--- src/rtl/ss_ramp_pkg.sv ---
package ss_ramp_pkg;
  parameter int CODE_W   = 8;
  parameter int RATE_W   = 2;
  parameter int DIV_UNIT = 16;
  localparam int MAX_PERIOD = DIV_UNIT * (2 ** RATE_W);
  localparam int PER_W      = $clog2(MAX_PERIOD) + 1;

  typedef enum logic {ST_IDLE = 1'b0, ST_RAMP = 1'b1} ramp_state_e;
endpackage

--- src/rtl/ss_dwell_timer.sv ---
module ss_dwell_timer
  import ss_ramp_pkg::*;
#(
  parameter int RW = RATE_W,
  parameter int DU = DIV_UNIT,
  parameter int PW = PER_W
) (
  input  logic          clk,
  input  logic          rst_n,
  input  logic          clear_i,
  input  logic          run_i,
  input  logic [RW-1:0] rate_i,
  output logic          tick_o
);
  logic [PW-1:0] period;
  logic [PW-1:0] cnt_q, cnt_n;
  logic          cnt_en;

  always_comb begin
    period = PW'((int'(rate_i) + 1) * DU);
    tick_o = run_i && (cnt_q == period - PW'(1));
    cnt_en = clear_i || run_i;
    if (clear_i)     cnt_n = '0;
    else if (tick_o) cnt_n = '0;
    else             cnt_n = cnt_q + PW'(1);
  end

  always_ff @(posedge clk or negedge rst_n) begin
    if (!rst_n)      cnt_q <= '0;
    else if (cnt_en) cnt_q <= cnt_n;
  end


  cnt_in_window_chk: assert property (@(posedge clk) disable iff (!rst_n)
    run_i |-> cnt_q < period);
endmodule

--- src/rtl/ss_step_calc.sv ---
module ss_step_calc
  import ss_ramp_pkg::*;
#(
  parameter int CW = CODE_W
) (
  input  logic [CW-1:0] cur_i,
  input  logic [CW-1:0] tgt_i,
  input  logic          wide_i,
  output logic [CW-1:0] nxt_o,
  output logic          reached_o
);
  logic [CW-1:0] step;
  logic [CW-1:0] gap;

  always_comb begin
    step      = wide_i ? CW'(2) : CW'(1);
    gap       = (tgt_i > cur_i) ? (tgt_i - cur_i) : '0;
    reached_o = (gap <= step);
    nxt_o     = reached_o ? tgt_i : (cur_i + step);
  end
endmodule

--- src/rtl/ss_ramp.sv ---
module ss_ramp
  import ss_ramp_pkg::*;
(
  input  logic              clk,
  input  logic              rst_n,
  input  logic              start_i,
  input  logic [RATE_W-1:0] rate_i,
  input  logic              wide_step_i,
  input  logic [CODE_W-1:0] start_code_i,
  input  logic [CODE_W-1:0] target_code_i,
  output logic [CODE_W-1:0] code_o,
  output logic              busy_o,
  output logic              done_o
);
  ramp_state_e       state_q, state_n;
  logic [CODE_W-1:0] code_q, code_n;
  logic [CODE_W-1:0] tgt_q, tgt_n;
  logic [RATE_W-1:0] rate_q, rate_n;
  logic              wide_q, wide_n;
  logic              done_q, done_n;
  logic              accept, tick, reached, cfg_en;
  logic [CODE_W-1:0] step_code;

  ss_dwell_timer u_timer (
    .clk     (clk),
    .rst_n   (rst_n),
    .clear_i (accept),
    .run_i   (state_q == ST_RAMP),
    .rate_i  (rate_q),
    .tick_o  (tick)
  );

  ss_step_calc u_step (
    .cur_i     (code_q),
    .tgt_i     (tgt_q),
    .wide_i    (wide_q),
    .nxt_o     (step_code),
    .reached_o (reached)
  );

  always_comb begin
    accept  = start_i && (state_q == ST_IDLE);
    cfg_en  = accept;
    state_n = state_q;
    code_n  = code_q;
    tgt_n   = target_code_i;
    rate_n  = rate_i;
    wide_n  = wide_step_i;
    done_n  = 1'b0;
    if (accept) begin
      if (target_code_i <= start_code_i) begin
        code_n = target_code_i;
        done_n = 1'b1;
      end else begin
        code_n  = start_code_i;
        state_n = ST_RAMP;
      end
    end else if (state_q == ST_RAMP && tick) begin
      code_n = step_code;
      if (reached) begin
        state_n = ST_IDLE;
        done_n  = 1'b1;
      end
    end
  end

  always_ff @(posedge clk or negedge rst_n) begin
    if (!rst_n) begin
      state_q <= ST_IDLE;
      code_q  <= '0;
      done_q  <= 1'b0;
    end else begin
      state_q <= state_n;
      code_q  <= code_n;
      done_q  <= done_n;
    end
  end

  always_ff @(posedge clk or negedge rst_n) begin
    if (!rst_n) begin
      tgt_q  <= '0;
      rate_q <= '0;
      wide_q <= 1'b0;
    end else if (cfg_en) begin
      tgt_q  <= tgt_n;
      rate_q <= rate_n;
      wide_q <= wide_n;
    end
  end

  assign code_o = code_q;
  assign busy_o = (state_q == ST_RAMP);
  assign done_o = done_q;


  no_overshoot_chk: assert property (@(posedge clk) disable iff (!rst_n)
    busy_o |-> code_o < tgt_q);


  done_idle_chk: assert property (@(posedge clk) disable iff (!rst_n)
    done_o |-> (!busy_o && code_o == tgt_q));


  hold_between_ticks_chk: assert property (@(posedge clk) disable iff (!rst_n)
    (busy_o && !tick && !start_i) |=> $stable(code_o));


  step_bound_chk: assert property (@(posedge clk) disable iff (!rst_n)
    (busy_o && tick) |=> (code_o - $past(code_o)) <= (wide_q ? CODE_W'(2) : CODE_W'(1)));


  busy_start_ignored_chk: assert property (@(posedge clk) disable iff (!rst_n)
    (busy_o && start_i) |=> $stable(tgt_q));


  cfg_hold_chk: assert property (@(posedge clk) disable iff (!rst_n)
    (busy_o && $past(busy_o)) |-> ($stable(rate_q) && $stable(wide_q)));
endmodule

--- config.mk ---
export PLATFORM = sky130hd
export DESIGN_NAME = ss_ramp
export DESIGN_NICKNAME = d
export VERILOG_FILES = /design/src/rtl/ss_ramp_pkg.sv /design/src/rtl/ss_dwell_timer.sv /design/src/rtl/ss_step_calc.sv /design/src/rtl/ss_ramp.sv
export SDC_FILE = /design/constraint.sdc
export NUM_CORES = 1
export LEC_CHECK = 0
export BUFFER_PORTS_ARGS = -buffer_cell sky130_fd_sc_hd__buf_2
export CORE_ASPECT_RATIO = 1.4
export CORE_MARGIN = 2
export CORE_UTILIZATION = 52
export CTS_CLUSTER_SIZE = 24
export DETAILED_ROUTE_END_ITERATION = 10
export GPL_TIMING_DRIVEN = 0
export PLACE_DENSITY = 0.84
export SLEW_MARGIN = 20
export SYNTH_ARGS = -nofsm -noshare
export SYNTH_HDL_FRONTEND = slang
export SYNTH_HIERARCHICAL = 1
export SYNTH_SLANG_ARGS = --single-unit
--- constraint.sdc ---
create_clock -name clk -period 3.8 [get_ports clk]
set_input_delay 0.19 -clock clk [delete_from_list [all_inputs] [get_ports clk]]
set_output_delay 0.19 -clock clk [all_outputs]
set_load 0.02 [all_outputs]
==> summary.txt <==
Run status
  – Outcome: finished clean

Placed design
  – Placed inst area: 2570 um2
  – Post-DP HPWL: 4.04 mm
  – GP Congestion: 0.850
  – Cell total after placement: 340
  – Input/output buffers: 31

STA
  – Setup TNS: 0 ps
  – Slew Viols, Final: 0
  – Relative slew slack: 0.576
  – Max Clock Skew: 6.10 ps
  – Final worst path period share: 0.998
  – Worst-margin pin slew: 636 ps
  – Min Tclk post-route: 3790 ps
  – # setup viols final: 0
  – Fin. Hold Viols: 0
  – RSZ-0062 raised after global routing: true
  – Fmax: 0.264 GHz

Final layout
  – Seq. cell area: 701 um2
  – Area of the multi-input gates: 1540 um2
  – Antenna diode count: 0
  – Fill cell count: 367
  – Share of cells above drive strength 1: 0.286
  – Layout Cells excl Fill: 350
  – Synth-to-Final Area Change: 16.5%
  – Post-layout nets: 338
  – Final instance area: 2720 um2

Logic synthesis
  – Cell area after synthesis: 2340 um2
  – Yosys top cell area share: 0.300
  – Avg Inst Size Synth: 9.39 um2
  – Post-Synth Adder-Cell Area: 0.140
  – Fraction of registers with async set/reset: 1.00
  – Post-synthesis compound-gate area fraction: 0.171
  – Post-synthesis mux area share: 0.114
  – Main synth FF type: dfrtp_1
  – Synth Area in Simple Gates: 0.166
  – Mapped Nets: 296
  – Gate Count Post-Synth: 249
  – Yosys warnings: 6
  – Synthesis-stage register bit count: 28
  – Post-Synth XOR/XNOR Area: 0.0509
  – Synth unique cells: 53
  – Largest family of logic cells by synthesized area: compound AO/OA/AOI/OAI gates
  – Top post-synthesis cells by area: dfrtp_1, ha_1, mux2_2, inv_1, xnor2_1
  – Post-synthesis sequential area ratio: 0.300
  – Yosys top cell by area: dfrtp_1
  – Number of synthesized flops with an enable pin: 0

Routing
  – Vias: 2,073
  – Drt first pass iters: 5
  – Initial drt markers: 96
  – # DRC: 0
  – Met1 wire length: 2.03 mm
  – Final WL: 5.29 mm
  – DR WL/cell: 15.1 um
  – DR WL met3: 166 um
  – Max layer used: met4
  – Met2 routed WL: 2.97 mm
  – Drt via density: 5.92
  – Final antenna-violating net count: 0

Die
  – Initial Util: 0.547
  – Core footprint: 4270 um2
  – Chip width: 60.7 um
  – FP Rows: 28
  – Total I/O pin count: 32
  – Die Y: 83.3 um
  – Die area: 5050 um2

Clocking
  – Clk Latency, worst-skew pair: 280 ps
  – Root Driver: clkbuf_8
  – Inserted Clock Buffers: 3
  – Clk slew on worst S/H paths: 100 ps
  – CTS max path bufs: 2
  – H-tree Lvls: 1
  – CTS tree: built
  – Clock net sink count: 28

Critical path
  – Critical path data arrival time: 4010 ps
  – Worst setup SP type: register
  – CP delay by family, top: compound AO/OA/AOI/OAI gates
  – Worst path max stage delay: 450 ps
  – WS Path Type: register to register
  – Critical Path Fanout Max: 10
  – Slowest CP cell: dfrtp_1
  – Req. time, crit path: 4020 ps
  – Worst-path cell chain: inv_1 -> ha_1 -> a21oi_2 -> a21oi_1 -> o41ai_2 -> nor2_1 -> ha_1 -> nor2b_1 -> o21ai_2 -> o2111ai_2 -> o31ai_4 -> buf_12 -> mux2i_2 -> mux2i_1 -> or4_1 -> nand3_1
  – Beginning of the critical path: code_o[3]
  – Buf+Inv Stages, Crit Path: 2
  – R2R Path Start: code_o[3]
  – Reg2Reg Depth: 16
  – Crit. End Element: register
  – Critical path depth in cells: 16
  – Most used cell, CP: ha_1

Global routing
  – Number of global-route vias before repair: 2,080
  – Initial antenna violation count: 0
  – Maximum number of pins on one net before global-route repair: 29
  – Gr ovfl total: 0
  – Tot GR Track Use: 0.220
  – First-pass GRT wire length: 8.80 mm

Min path
  – Worst Hold Class: input port to register
  – WHS Path Cells: 2
  – Worst hold start: wide_step_i

Pwr
  – VDD IR max: 433 uV
  – P_leak: 1.22 nW
  – Pwr Density: 1080 nW/um2

Run
  – Max_cap viols: 0
cells in the mapped netlist, types with 2 or more instances:
library cell	n
nand4_1	9
nor3b_1	2
o31ai_1	2
nor2_1	13
a311oi_1	3
nor3_1	2
nand2b_1	3
a21oi_1	12
mux2i_1	5
nor2b_1	2
or4_1	2
fa_1	2
or3_1	2
o22ai_1	3
buf_4	2
and2_1	2
ha_1	23
clkbuf_1	3
a32oi_1	6
nand2_1	19
nor4_1	3
inv_1	25
o21ai_0	8
dfrtp_1	28
o211ai_1	7
or2_2	2
xnor2_1	10
mux2_2	18
nand3_1	5
buf_2	3
flip-flops by register name, summed over array words and instances (netlist names):
name           count
u_timer/cnt_q      7
busy_o             1
rate_q             2
done_o             1
wide_q             1
tgt_q              8
code_o             8
where the power goes:
group | leakage, nW | internal [W] | switching (W)
combinational | 0.856 | 0.00110 | 0.00106
clock | 0.0288 | 0.0000929 | 0.0000932
sequential | 0.334 | 0.000442 | 0.000152
metal layers:
| layer | vias to the layer above | GRT usage |
|---|---|---|
| met4 | 0 | 0.0731 |
| met1 | 989 | 0.251 |
| li1 | 1001 | - |
| met5 | - | 0 |
| met3 | 17 | 0.0156 |
| met2 | 66 | 0.407 |
timing repair:
action	4_1_cts	5_1_grt
resized for setup	4	5
endpoints found under the hold margin	28	0
buffers inserted	3	2
hold buffers	1	0
endpoints found under the setup margin	10	5
pin swaps	2	2
worst paths after layout:
check,endpoint,slack [ps]
max in group asynchronous,done_o,2930
worst min register to register,tgt_q[3],550
worst max-delay path,code_o[1],8
min in group asynchronous,code_o[5],450
worst min-delay path,wide_q,140
worst max register to register,code_o[1],8
cell usage in the layout, fill, tap and decap left out, types with 5 or more instances in the layout:
cell type,n
inv_1,25
ha_1,23
mux2_2,18
nor2_1,13
o211ai_1,7
a21oi_1,11
dfrtp_1,28
nand2_1,19
o21ai_0,7
buf_4,6
xnor2_1,10
nand4_1,9
a32oi_1,5
buf_2,34
layout make-up:
class                   count  area share
plain buffers               8      0.0152
clock buffers               4      0.0202
inverters                  25      0.0345
multi-input cells         188       0.566
flip-flops and latches     28       0.257
well taps                  60      0.0276
repair buffers             37      0.0790
kinds of logic after synthesis:
logic type,Yosys count
AOI/OAI and AO/OA,55
xor gates and xnor gates,12
adders and majority gates,25
buffers and inverters,33
DFF,28
muxes,24
and+or+nand+nor,72
metrics by stage:
stage | setup slack [ps] | util | total power [W] | hold slack, ps
2_1_floorplan | 4.67 | - | 0.00200 | -106
3_3_place_gp | -533 | 0.601 | 0.00232 | 244
3_5_place_dp | -613 | 0.601 | 0.00239 | 244
4_1_cts | 63.4 | 0.628 | 0.00281 | 140
5_1_grt | -126 | 0.637 | 0.00318 | 144
6_report | 7.70 | 0.637 | 0.00294 | 136
(Power assumes the default switching activity.)
